$ cat config.mk
export PLATFORM = sky130hd
export DESIGN_NAME = ttcan_timebase
export DESIGN_NICKNAME = d
export VERILOG_FILES = /design/src/rtl/ttcan_timebase_pkg.sv /design/src/rtl/ttcan_ctrl_regs.sv /design/src/rtl/ttcan_prescaler.sv /design/src/rtl/ttcan_cycle_timer.sv /design/src/rtl/ttcan_cancel_unit.sv /design/src/rtl/ttcan_timebase.sv
export SDC_FILE = /design/constraint.sdc
export NUM_CORES = 1
export LEC_CHECK = 0
export ABC_AREA = 1
export CAP_MARGIN = 20
export CORE_UTILIZATION = 44
export CTS_CLUSTER_DIAMETER = 60
export DETAILED_ROUTE_END_ITERATION = 8
export GPL_ROUTABILITY_DRIVEN = 1
export PLACE_DENSITY = 0.78
export SKIP_CTS_REPAIR_TIMING = 1
export SYNTH_ARGS = -nofsm -noshare
export SYNTH_HDL_FRONTEND = slang
export SYNTH_HIERARCHICAL = 1
export SYNTH_SLANG_ARGS = --single-unit
$ cat constraint.sdc
create_clock -name clk -period 2 [get_ports clk]
set_input_delay 0.3 -clock clk [delete_from_list [all_inputs] [get_ports clk]]
set_output_delay 0.3 -clock clk [all_outputs]
set_load 0.01 [all_outputs]
$ cat src/rtl/ttcan_timebase_pkg.sv
package ttcan_timebase_pkg;

    localparam int REG_W   = 16;
    localparam int PSC_W   = 6;
    localparam int ADDR_W  = 2;

    localparam int BIT_RUN    = 15;
    localparam int BIT_TSCAT  = 14;
    localparam int BIT_CXL    = 13;
    localparam int BIT_CMPEN  = 12;

    typedef enum logic [ADDR_W-1:0] {
        ADDR_CTRL  = 2'd0,
        ADDR_CMP   = 2'd1,
        ADDR_TIME  = 2'd2,
        ADDR_CYCLE = 2'd3
    } reg_addr_e;

    typedef struct packed {
        logic             run;
        logic             ts_cat;
        logic             cancel_en;
        logic             cmp_en;
        logic [PSC_W-1:0] psc;
    } ctrl_t;

endpackage

$ cat src/rtl/ttcan_ctrl_regs.sv
module ttcan_ctrl_regs
    import ttcan_timebase_pkg::*;
#(
    parameter int TIME_W = 16
) (
    input  logic              clk,
    input  logic              rst_n,
    input  logic              wr_en,
    input  logic [ADDR_W-1:0] wr_addr,
    input  logic [REG_W-1:0]  wr_data,
    output ctrl_t             ctrl,
    output logic [TIME_W-1:0] cmp_val
);

    typedef struct packed {
        ctrl_t             ctrl;
        logic [TIME_W-1:0] cmp;
    } regs_t;

    regs_t regs_d, regs_q;

    always_comb begin
        regs_d = regs_q;
        if (wr_en) begin
            if (wr_addr == ADDR_CTRL) begin
                regs_d.ctrl.run       = wr_data[BIT_RUN];
                regs_d.ctrl.ts_cat    = wr_data[BIT_TSCAT];
                regs_d.ctrl.cancel_en = wr_data[BIT_CXL];
                regs_d.ctrl.cmp_en    = wr_data[BIT_CMPEN];
                regs_d.ctrl.psc       = wr_data[PSC_W-1:0];
            end else if (wr_addr == ADDR_CMP) begin
                regs_d.cmp = wr_data[TIME_W-1:0];
            end
        end
    end

    always_ff @(posedge clk or negedge rst_n) begin
        if (!rst_n) regs_q <= '0;
        else        regs_q <= regs_d;
    end

    assign ctrl    = regs_q.ctrl;
    assign cmp_val = regs_q.cmp;

endmodule

$ cat src/rtl/ttcan_prescaler.sv
module ttcan_prescaler
    import ttcan_timebase_pkg::*;
(
    input  logic             clk,
    input  logic             rst_n,
    input  logic             run,
    input  logic [PSC_W-1:0] psc,
    output logic             tick
);

    typedef struct packed {
        logic [PSC_W-1:0] div;
    } psc_state_t;

    psc_state_t st_d, st_q;
    logic       at_limit;

    assign at_limit = (st_q.div == psc);

    always_comb begin
        st_d = st_q;
        if (!run)          st_d.div = '0;
        else if (at_limit) st_d.div = '0;
        else               st_d.div = st_q.div + PSC_W'(1);
    end

    always_ff @(posedge clk or negedge rst_n) begin
        if (!rst_n) st_q <= '0;
        else        st_q <= st_d;
    end

    assign tick = run && at_limit;

endmodule

$ cat src/rtl/ttcan_cycle_timer.sv
module ttcan_cycle_timer #(
    parameter int TIME_W = 16,
    parameter int CYC_W  = 6
) (
    input  logic              clk,
    input  logic              rst_n,
    input  logic              run,
    input  logic              tick,
    input  logic              cmp_en,
    input  logic [TIME_W-1:0] cmp_val,
    output logic [TIME_W-1:0] cyc_time,
    output logic [CYC_W-1:0]  cyc_cnt,
    output logic              match
);

    typedef struct packed {
        logic [TIME_W-1:0] time_v;
        logic [CYC_W-1:0]  cycle;
    } tmr_state_t;

    tmr_state_t st_d, st_q;

    assign match = run && tick && cmp_en && (st_q.time_v == cmp_val);

    always_comb begin
        st_d = st_q;
        if (!run) begin
            st_d = '0;
        end else if (match) begin
            st_d.time_v = '0;
            st_d.cycle  = st_q.cycle + CYC_W'(1);
        end else if (tick) begin
            st_d.time_v = st_q.time_v + TIME_W'(1);
        end
    end

    always_ff @(posedge clk or negedge rst_n) begin
        if (!rst_n) st_q <= '0;
        else        st_q <= st_d;
    end

    assign cyc_time = st_q.time_v;
    assign cyc_cnt  = st_q.cycle;

endmodule

$ cat src/rtl/ttcan_cancel_unit.sv
module ttcan_cancel_unit #(
    parameter int NUM_MB = 32
) (
    input  logic              clk,
    input  logic              rst_n,
    input  logic              match,
    input  logic              cancel_en,
    input  logic              halt,
    input  logic [NUM_MB-1:0] pending,
    output logic [NUM_MB-1:0] cancel
);

    typedef struct packed {
        logic [NUM_MB-1:0] req;
    } cxl_state_t;

    cxl_state_t st_d, st_q;
    logic       fire;

    assign fire = match && cancel_en && !halt;

    always_comb begin
        st_d = '0;
        for (int i = 0; i < NUM_MB; i++) begin
            st_d.req[i] = fire && pending[i];
        end
    end

    always_ff @(posedge clk or negedge rst_n) begin
        if (!rst_n) st_q <= '0;
        else        st_q <= st_d;
    end

    assign cancel = st_q.req;

endmodule

$ cat src/rtl/ttcan_timebase.sv
module ttcan_timebase
    import ttcan_timebase_pkg::*;
#(
    parameter int TIME_W = 16,
    parameter int CYC_W  = 6,
    parameter int NUM_MB = 32
) (
    input  logic              clk,
    input  logic              rst_n,
    input  logic              reg_wr,
    input  logic [1:0]        reg_addr,
    input  logic [15:0]       reg_wdata,
    output logic [15:0]       reg_rdata,
    input  logic              halt_i,
    input  logic [NUM_MB-1:0] tx_pending,
    output logic [NUM_MB-1:0] tx_cancel,
    output logic [TIME_W-1:0] ts_main,
    output logic [TIME_W-1:0] ts_fixed
);

    localparam int RSV_W = REG_W - 4 - PSC_W;

    ctrl_t             ctrl_q;
    logic [TIME_W-1:0] cmp_val;
    logic              tick;
    logic              match;
    logic [TIME_W-1:0] cyc_time;
    logic [CYC_W-1:0]  cyc_cnt;
    logic [REG_W-1:0]  ctrl_word;

    ttcan_ctrl_regs #(.TIME_W(TIME_W)) u_regs (
        .clk     (clk),
        .rst_n   (rst_n),
        .wr_en   (reg_wr),
        .wr_addr (reg_addr),
        .wr_data (reg_wdata),
        .ctrl    (ctrl_q),
        .cmp_val (cmp_val)
    );

    ttcan_prescaler u_psc (
        .clk   (clk),
        .rst_n (rst_n),
        .run   (ctrl_q.run),
        .psc   (ctrl_q.psc),
        .tick  (tick)
    );

    ttcan_cycle_timer #(.TIME_W(TIME_W), .CYC_W(CYC_W)) u_tmr (
        .clk      (clk),
        .rst_n    (rst_n),
        .run      (ctrl_q.run),
        .tick     (tick),
        .cmp_en   (ctrl_q.cmp_en),
        .cmp_val  (cmp_val),
        .cyc_time (cyc_time),
        .cyc_cnt  (cyc_cnt),
        .match    (match)
    );

    ttcan_cancel_unit #(.NUM_MB(NUM_MB)) u_cxl (
        .clk       (clk),
        .rst_n     (rst_n),
        .match     (match),
        .cancel_en (ctrl_q.cancel_en),
        .halt      (halt_i),
        .pending   (tx_pending),
        .cancel    (tx_cancel)
    );

    assign ctrl_word = {ctrl_q.run, ctrl_q.ts_cat, ctrl_q.cancel_en,
                        ctrl_q.cmp_en, {RSV_W{1'b0}}, ctrl_q.psc};

    always_comb begin
        unique case (reg_addr)
            ADDR_CTRL:  reg_rdata = ctrl_word;
            ADDR_CMP:   reg_rdata = REG_W'(cmp_val);
            ADDR_TIME:  reg_rdata = REG_W'(cyc_time);
            default:    reg_rdata = REG_W'(cyc_cnt);
        endcase
    end

    generate
        if (TIME_W > CYC_W) begin : g_ts_cat
            assign ts_main = ctrl_q.ts_cat ? {cyc_cnt, cyc_time[TIME_W-1:CYC_W]}
                                           : cyc_time;
        end else begin : g_ts_plain
            assign ts_main = cyc_time;
        end
    endgenerate

    assign ts_fixed = cyc_time;

endmodule

==> results of run 1 <==
==> kinds of logic after synthesis <==
| kind of cell | synth area share [%] |
|---|---|
| AND/OR/NAND/NOR | 38.1 |
| buffers and inverters | 11.6 |
| flip-flops | 43.8 |
| AO/OA/AOI/OAI | 3.72 |
| XOR/XNOR | 1.96 |
| adder cells (fa/ha/maj) | 0.764 |
==> cells in the final DEF, fill, tap and decap left out, drive strengths merged, types with 2 or more instances in the layout <==
| master | count |
|---|---|
| nand2 | 189 |
| clkdlybuf4s50 | 101 |
| inv | 100 |
| nor2 | 100 |
| dfrtp | 86 |
| nand3 | 56 |
| buf | 47 |
| dlymetal6s2s | 31 |
| nand4 | 28 |
| o21ai | 20 |
| clkbuf | 14 |
| a21oi | 10 |
| xor2 | 10 |
| nor3 | 10 |
| ha | 3 |
| bufinv | 2 |
| nor3b | 2 |
| and3 | 2 |
| clkinv | 2 |
==> cell type report <==
class	instances	area (um2)	area share (%)
Timing Repair Buffer	183	1910	26.3
Inverter	100	385	5.29
Multi-Input combinational cell	434	2410	33.1
Clock inverter	5	81.3	1.12
Tap cell	140	175	2.40
Sequential cell	86	2160	29.7
Clock buffer	11	151	2.08
==> flip-flops by register name, indices dropped and copies added, names as in the netlist <==
register	cells
u_cxl/cancel	32
u_regs/cmp_val	16
u_tmr/cyc_time	16
u_regs/ctrl	10
u_psc/st_q	6
u_tmr/cyc_cnt	6
==> routing by layer <==
layer	up-vias	part of all wire, %	track usage [%]
met5	-	0	0
met4	0	2.6	9.39
met3	44	9.7	7.45
met2	263	49	39.7
met1	2284	39	30.1
li1	2333	-	-
==> power by group through the flow <==
stage          Clock, mW  Sequential [mW]  Combinational, mW
6_report            1.43             1.96               1.03
4_1_cts             1.44             1.96              0.951
2_1_floorplan          0             1.96              0.535
5_1_grt             1.53             1.97               1.13
3_5_place_dp           0             1.99              0.946
3_3_place_gp           0             1.98              0.923
==> cells in the mapped netlist (all sizes together), types with 2 or more instances <==
cell | number | share of area, %
nand2 | 189 | 15
inv | 100 | 7.8
nor2 | 98 | 11
dfrtp | 86 | 44
nand3 | 56 | 6.6
nand4 | 28 | 3.6
buf | 21 | 3.8
o21ai | 20 | 2.5
a21oi | 10 | 1.1
nor3 | 10 | 1.1
xor2 | 10 | 1.8
ha | 3 | 0.76
and3 | 2 | 0.25
nor3b | 2 | 0.31
==> how the worst min path moves through the flow <==
stage          slack (ns)  cells after the start                          to
3_5_place_dp         0.37                      2   u_cxl/cancel[1]$_DFF_PN0_
5_1_grt              0.44                      3  u_cxl/cancel[22]$_DFF_PN0_
2_1_floorplan       0.004                      0   u_cxl/cancel[0]$_DFF_PN0_
6_report             0.46                      3  u_cxl/cancel[14]$_DFF_PN0_
3_3_place_gp         0.37                      2   u_cxl/cancel[1]$_DFF_PN0_
4_1_cts             -0.02                      2   u_cxl/cancel[1]$_DFF_PN0_
==> worst max-delay path, delay by kind of cell (launching register included) <==
| kind | cells | cell delay, ns |
|---|---|---|
| AND/OR/NAND/NOR | 13 | 1.57 |
| buffers and inverters | 2 | 0.29 |
| flip-flops | 1 | 0.39 |
==> metrics.txt, run 1 <==
outcome=finished, violations left; failing checks=negative setup slack; Reg power frac=44.3%; ANT cells=0; die width=108 um; first-pass GRT wire length=21800 um; Max FO, Critical Path=8; clock sinks=86; Via density=5.13; cts bufs inserted=9; crit path DAT=2.60 ns; Root Buffer=clkbuf_8; Via Count=4924; vias in the first global route=4556; Area growth syn-to-layout=48.4%; H-tree Lvls=3; WL final=14700 um; Clk pwr share=32.3%; WHS=0.455 ns; Max Cap Viol=0; share of layout cells above drive strength 1=21.6%; die area=11600 um2; core area=10800 um2; CP endpoint kind=register; R2R Setup Slk=-0.30 ns; Final #Nets=871; clk buf depth=2; Comb pwr share=23.4%; syn avg cell area=7.69 um2; dpl ws=-0.254 ns; clk slew on worst S/H paths=0.09 ns; CTS tree=done; RSZ-0062 raised after global routing=yes; DP HPWL=9980 um; Worst Tran Pin Value=0.605 ns; clock latency on the worst-skew pair=0.37 ns; Area after DPL=6560 um2; CP dominant cell by count=nor2_4; fin cells=959; P per Cell Area=606 nW/um2; average wire per standard cell=15.3 um; minimum clock period=2.30 ns; crit path kind=register to register; finished layout cell area=7290 um2; final hold violations=0; Setup crit end=u_cxl/cancel[21]$_DFF_PN0_; Max VDD drop=397 uV; skew final=0.0120 ns; fillers=850; required time worst endpoint=2.30 ns; Rel. slew slack=59.3%; total global routing overflow=0; Hold Crit Start=tx_pending[14]; Util after Layout=67.2%; unique cell type count in the Yosys netlist=35; number of buffers added on ports=133; final clock period utilization by the worst path=115%; drt pass-1 iters=7; pin count of the biggest net entering global routing=87; Chip Height=108 um; HP Class=input port to register; CP startpoint=u_psc/st_q[3]$_DFF_PN0_; slowest stage cell on the critical path=dfrtp_1; r2r worst-path depth=15; # DRC=0; reg2reg start=u_psc/st_q[3]$_DFF_PN0_; I/O pin count=134; Post-Syn Instances=639; FFs w/ async S/R, synth=100%; post-synthesis sequential area ratio=43.8%; placed cell count=926; YS warnings=6; setup_tns=-9.60 ns; Synth Flop Type=dfrtp_1; reg2reg end=u_cxl/cancel[21]$_DFF_PN0_; row cnt=38; final RePlAce weighted congestion=0.972; internal power=3.07 mW; Slew Viols, Final=0; antenna violations before repair=0; Starting Density=45.3%; CP max stage delay=0.39 ns; Net Count, Synth=696; All-Layer GR Usage=24.3%; CP Cell Sequence=inv_1 > nand2_1 > nand2_1 > nor2_2 > nand3_2 > nor2_4 > nand2_2 > nor2_4 > nand3_2 > nor3_2 > nand3_1 > nor2_2 > nand3_4 > clkbuf_16 > nor2_4; final setup fails=43; P_leak=3.84 nW; Max Freq=434 MHz; total power=4.42 mW; initial DRC count=426; Post-DRT Antenna Nets=0; Sw Ratio=30.5%; CP startpoint kind=register; #FFs+latches synth=86; Psw=1.35 mW; final worst slack=-0.304 ns; Post-Syn Area=4910 um2; Post-synth EDFFs=0
No activity file was read; power rests on OpenSTA's default activity.
==> run 2: changes to the inputs <==
--- a/config.mk
+++ b/config.mk
@@ -7,11 +7,12 @@
 export LEC_CHECK = 0
 export ABC_AREA = 1
 export CAP_MARGIN = 20
-export CORE_UTILIZATION = 44
+export CORE_MARGIN = 4
+export CORE_UTILIZATION = 53
 export CTS_CLUSTER_DIAMETER = 60
 export DETAILED_ROUTE_END_ITERATION = 8
 export GPL_ROUTABILITY_DRIVEN = 1
-export PLACE_DENSITY = 0.78
+export PLACE_DENSITY = 0.88
 export SKIP_CTS_REPAIR_TIMING = 1
 export SYNTH_ARGS = -nofsm -noshare
 export SYNTH_HDL_FRONTEND = slang
==> constraint.sdc (replaced) <==
create_clock -name clk -period 2.75 [get_ports clk]
set_input_delay 0.4125 -clock clk [delete_from_list [all_inputs] [get_ports clk]]
set_output_delay 0.4125 -clock clk [all_outputs]
set_load 0.01 [all_outputs]
==> metrics.txt, run 2 (same netlist as run 1, synthesis figures left out) <==
row cnt=34; ANT cells=0; Via density=5.30; WL final=13900 um; reg2reg end=u_cxl/cancel[24]$_DFF_PN0_; number of buffers added on ports=133; Max VDD drop=326 uV; core area=8850 um2; minimum clock period=2.56 ns; HP Class=input port to asynchronous set/reset pin; R2R Setup Slk=0.26 ns; CP startpoint=reg_addr[0]; pin count of the biggest net entering global routing=56; clock sinks=86; clock latency on the worst-skew pair=0.36 ns; crit path kind=input port to output port; Max FO, Critical Path=10; antenna violations before repair=0; I/O pin count=134; Max Freq=390 MHz; Chip Height=104 um; CP endpoint kind=output port; CTS tree=done; Slew Viols, Final=0; P_leak=3.08 nW; total global routing overflow=0; clk buf depth=2; vias in the first global route=4594; required time worst endpoint=2.34 ns; Via Count=4703; clk slew on worst S/H paths=0.08 ns; final setup fails=0; first-pass GRT wire length=22500 um; final hold violations=0; Final #Nets=831; Worst Tran Pin Value=0.875 ns; setup_tns=0 ns; All-Layer GR Usage=25.7%; skew final=0.0190 ns; die width=104 um; RSZ-0062 raised after global routing=no; final clock period utilization by the worst path=93.2%; crit path DAT=2.15 ns; Max Cap Viol=0; Rel. slew slack=41.7%; cts bufs inserted=9; Util after Layout=73.6%; die area=10900 um2; share of layout cells above drive strength 1=14.0%; average wire per standard cell=15.7 um; most frequent cells in the layout=nand2_1, clkdlybuf4s50_1, inv_1; H-tree Lvls=3; Root Buffer=clkbuf_8; reg2reg start=u_regs/ctrl[4]$_DFFE_PN0P_; Area growth syn-to-layout=32.6%; Post-DRT Antenna Nets=0; drt pass-1 iters=5; CP startpoint kind=input port; P per Cell Area=459 nW/um2; most common cell after layout, fill and taps aside=nand2_1; outcome=complete, no violations; final RePlAce weighted congestion=0.875; Starting Density=55.5%; initial DRC count=304; total power=2.99 mW; # DRC=0; max reg flops=32; r2r worst-path depth=15; DP HPWL=10600 um
run 2: worst max path at each step:
stage                                            to  slack (ns)  cells after the start
after floorplan           u_cxl/cancel[0]$_DFF_PN0_        0.60                     14
after global placement                reg_rdata[14]        0.23                      6
after detailed placement              reg_rdata[14]        0.21                      6
after CTS                             reg_rdata[14]        0.20                      6
after global routing                     ts_main[2]        0.03                      3
final                                 reg_rdata[14]        0.19                      6
run 2: worst max-delay path: stages:
cell and delay (ns):
clkdlybuf4s50_1 0.51, buf_4 0.22, nor2_4 0.23, nand2_1 0.08, nand3_1 0.14, clkdlybuf4s50_1 0.55
run 2: area by class of cell:
type	count	area [um2]
Inverter	100	385
Multi-Input combinational cell	432	2190
Sequential cell	86	2150
Tap cell	108	135
Clock buffer	12	155
Clock inverter	4	52.6
Fill cell	676	2340
Timing Repair Buffer	145	1440
run 2: metal layers:
metal / share of wire, % / vias up / wire length (um) / track usage, %
met5: 0 / - / 0 / 0
met4: 1.6 / 0 / 227 / 8.36
met3: 13 / 23 / 1770 / 10.1
met2: 48 / 240 / 6640 / 42.2
met1: 38 / 2191 / 5260 / 30.9
li1: - / 2249 / - / -
run 2: through the flow:
step / setup WS (ns) / area, um2 / std cells / hold slack, ns
after global placement: 0.229 / 6300 / 871 / 0.495
after floorplan: 0.600 / 4910 / 639 / 0.117
final: 0.186 / 6510 / 887 / 0.114
after global routing: 0.0261 / 6510 / 887 / 0.151
after CTS: 0.202 / 6510 / 887 / 0.130
after detailed placement: 0.207 / 6300 / 871 / 0.505
run 2: power breakdown:
| part | internal [mW] | leakage, nW | switching (mW) |
|---|---|---|---|
| Combinational | 0.272 | 1.82 | 0.336 |
| Clock | 0.474 | 0.107 | 0.456 |
| Sequential | 1.33 | 1.16 | 0.115 |
| Total | 2.08 | 3.08 | 0.907 |
==> run 3: changes to the inputs <==
--- a/config.mk
+++ b/config.mk
@@ -5,14 +5,12 @@
 export SDC_FILE = /design/constraint.sdc
 export NUM_CORES = 1
 export LEC_CHECK = 0
-export ABC_AREA = 1
-export CAP_MARGIN = 20
 export CORE_MARGIN = 4
-export CORE_UTILIZATION = 53
+export CORE_UTILIZATION = 51
 export CTS_CLUSTER_DIAMETER = 60
 export DETAILED_ROUTE_END_ITERATION = 8
 export GPL_ROUTABILITY_DRIVEN = 1
-export PLACE_DENSITY = 0.88
+export PLACE_DENSITY = 0.87
 export SKIP_CTS_REPAIR_TIMING = 1
 export SYNTH_ARGS = -nofsm -noshare
 export SYNTH_HDL_FRONTEND = slang
==> metrics.txt, run 3 <==
outcome=complete, no violations; RSZ-0062 raised after global routing=no; cell with the most instances after synthesis=dfrtp_1; row cnt=33; FFs w/ async S/R, synth=100%; setup_tns=0 ns; Synth top cells by count=dfrtp_1, and4b_1, mux2_2, nor2_1, xnor2_1; Setup crit end=reg_rdata[13]; clock latency on the worst-skew pair=0.35 ns; area fraction of the dominant cell type after synthesis=48.8%; Max FO, Critical Path=10; Root Buffer=clkbuf_8; Net Count, Synth=405; Final #Nets=543; cts bufs inserted=9; CP endpoint kind=output port; Rel. slew slack=46.0%; required time worst endpoint=2.34 ns; drt pass-1 iters=5; I/O pin count=134; top post-synthesis cells by area=dfrtp_1, mux2_2, and4b_1; die area=10200 um2; H-tree Lvls=3; number of buffers added on ports=133; WL final=12000 um; Via density=5.85; clk slew on worst S/H paths=0.09 ns; initial DRC count=252; # DRC=0; Synth Flop Type=dfrtp_1; max reg flops=32; All-Layer GR Usage=24.0%; crit path DAT=2.22 ns; clk buf depth=2; CP startpoint kind=input port; final hold violations=0; final clock period utilization by the worst path=95.8%; Starting Density=53.1%; r2r worst-path depth=9; final RePlAce weighted congestion=0.920; vias in the first global route=3590; #FFs+latches synth=86; first-pass GRT wire length=18900 um; minimum clock period=2.63 ns; HP Class=input port to asynchronous set/reset pin; most frequent cells in the layout=clkdlybuf4s50_1, dfrtp_1, mux2_2, and4b_1; clock sinks=86; reg2reg start=u_psc/st_q[3]$_DFF_PN0_; most common cell after layout, fill and taps aside=clkdlybuf4s50_1; crit path kind=input port to output port; Post-Syn Instances=348; share of layout cells above drive strength 1=18.1%; reg2reg end=u_cxl/cancel[10]$_DFF_PN0_; P_leak=2.65 nW; Max Cap Viol=0; YS warnings=6; Max VDD drop=359 uV; Chip Height=101 um; total power=2.97 mW; average wire per standard cell=20.1 um; Area growth syn-to-layout=38.1%; pin count of the biggest net entering global routing=59; Via Count=3484; CTS tree=done; P per Cell Area=488 nW/um2; fillers=563; DP HPWL=8890 um; total global routing overflow=0; Worst Tran Pin Value=0.810 ns; core area=8300 um2; CP startpoint=reg_addr[1]; unique cell type count in the Yosys netlist=49; Max Freq=380 MHz; die width=101 um; syn avg cell area=12.7 um2; Slew Viols, Final=0; skew final=0.00968 ns; R2R Setup Slk=0.17 ns; Post-synth EDFFs=0; ANT cells=0; Post-DRT Antenna Nets=0; antenna violations before repair=0; Post-Syn Area=4410 um2; cell taking the most area after synthesis=dfrtp_1; final setup fails=0; post-synthesis sequential area ratio=48.8%
run 3: cell count changes in the layout (fill, tap and decap cells not counted), sizes merged, moves of 6 or more:
cell	change
a22o	+6
and4b	+32
inv	-93
mux2	+42
mux4	+6
nand2	-180
nand3	-46
nand4	-16
nor2	-76
nor3	-10
o21ai	-16
xnor2	+22
xor2	+6
run 3: final cells by class:
class,count,area [um2],share of cell area [%]
timing repair buffer,149,1490,24.4
clock inverter,7,78.8,1.29
clock buffer,9,124,2.03
tap,105,131,2.16
multi-input combinational,235,2100,34.5
inverter,5,18.8,0.308
sequential,86,2150,35.3
run 3: worst min-delay path by stage:
stage / from / to / depth (start not counted)
6_report: rst_n / u_cxl/cancel[8]$_DFF_PN0_ / 1
3_3_place_gp: rst_n / u_cxl/cancel[7]$_DFF_PN0_ / 1
2_1_floorplan: rst_n / u_cxl/cancel[0]$_DFF_PN0_ / 0
3_5_place_dp: rst_n / u_cxl/cancel[8]$_DFF_PN0_ / 1
5_1_grt: rst_n / u_tmr/cyc_time[9]$_DFFE_PN0P_ / 1
4_1_cts: rst_n / u_cxl/cancel[8]$_DFF_PN0_ / 1
run 3: power by group:
part / internal, mW / total [mW] / leakage [nW] / switching, mW
Clock: 0.431 / 0.908 / 0.0982 / 0.477
Sequential: 1.35 / 1.47 / 1.14 / 0.121
Combinational: 0.331 / 0.592 / 1.41 / 0.261
run 3: per-layer routing:
layer / GRT usage [%] / share of wire, %
met5: 0 / 0
met3: 9.20 / 11
met1: 29.7 / 38
met4: 6.13 / 1.3
met2: 39.6 / 49
run 3: critical path, cell delays in order:
cell             delay, ns
clkdlybuf4s50_1       0.66
nor2b_1               0.17
buf_4                 0.20
o2bb2ai_1             0.16
clkdlybuf4s50_1       0.61
run 3: cell families (layout without fill, tap and decap cells):
group                      after synthesis  count (layout)  synth area share (%)
adders and majority gates                3               3                 0.851
DFF                                     86              86                  48.8
and+or+nand+nor                        107             107                  17.2
xor gates and xnor gates                39              39                  7.92
buffers and inverters                   27             170                  3.60
AOI/OAI and AO/OA                       34              34                  6.02
muxes                                   52              52                  15.6
run 3: stage by stage:
stage / hold WS [ns] / std cells / cell area [um2] / worst slack, ns / util, %
floorplan: 0.117 / 348 / 4410 / 0.174 / -
global placement: 0.517 / 580 / 5890 / 0.157 / 70.9
detailed placement: 0.525 / 580 / 5890 / 0.154 / 70.9
CTS: 0.132 / 596 / 6090 / 0.129 / 73.4
global route: 0.164 / 596 / 6090 / 0.00888 / 73.4
finish: 0.116 / 596 / 6090 / 0.116 / 73.4
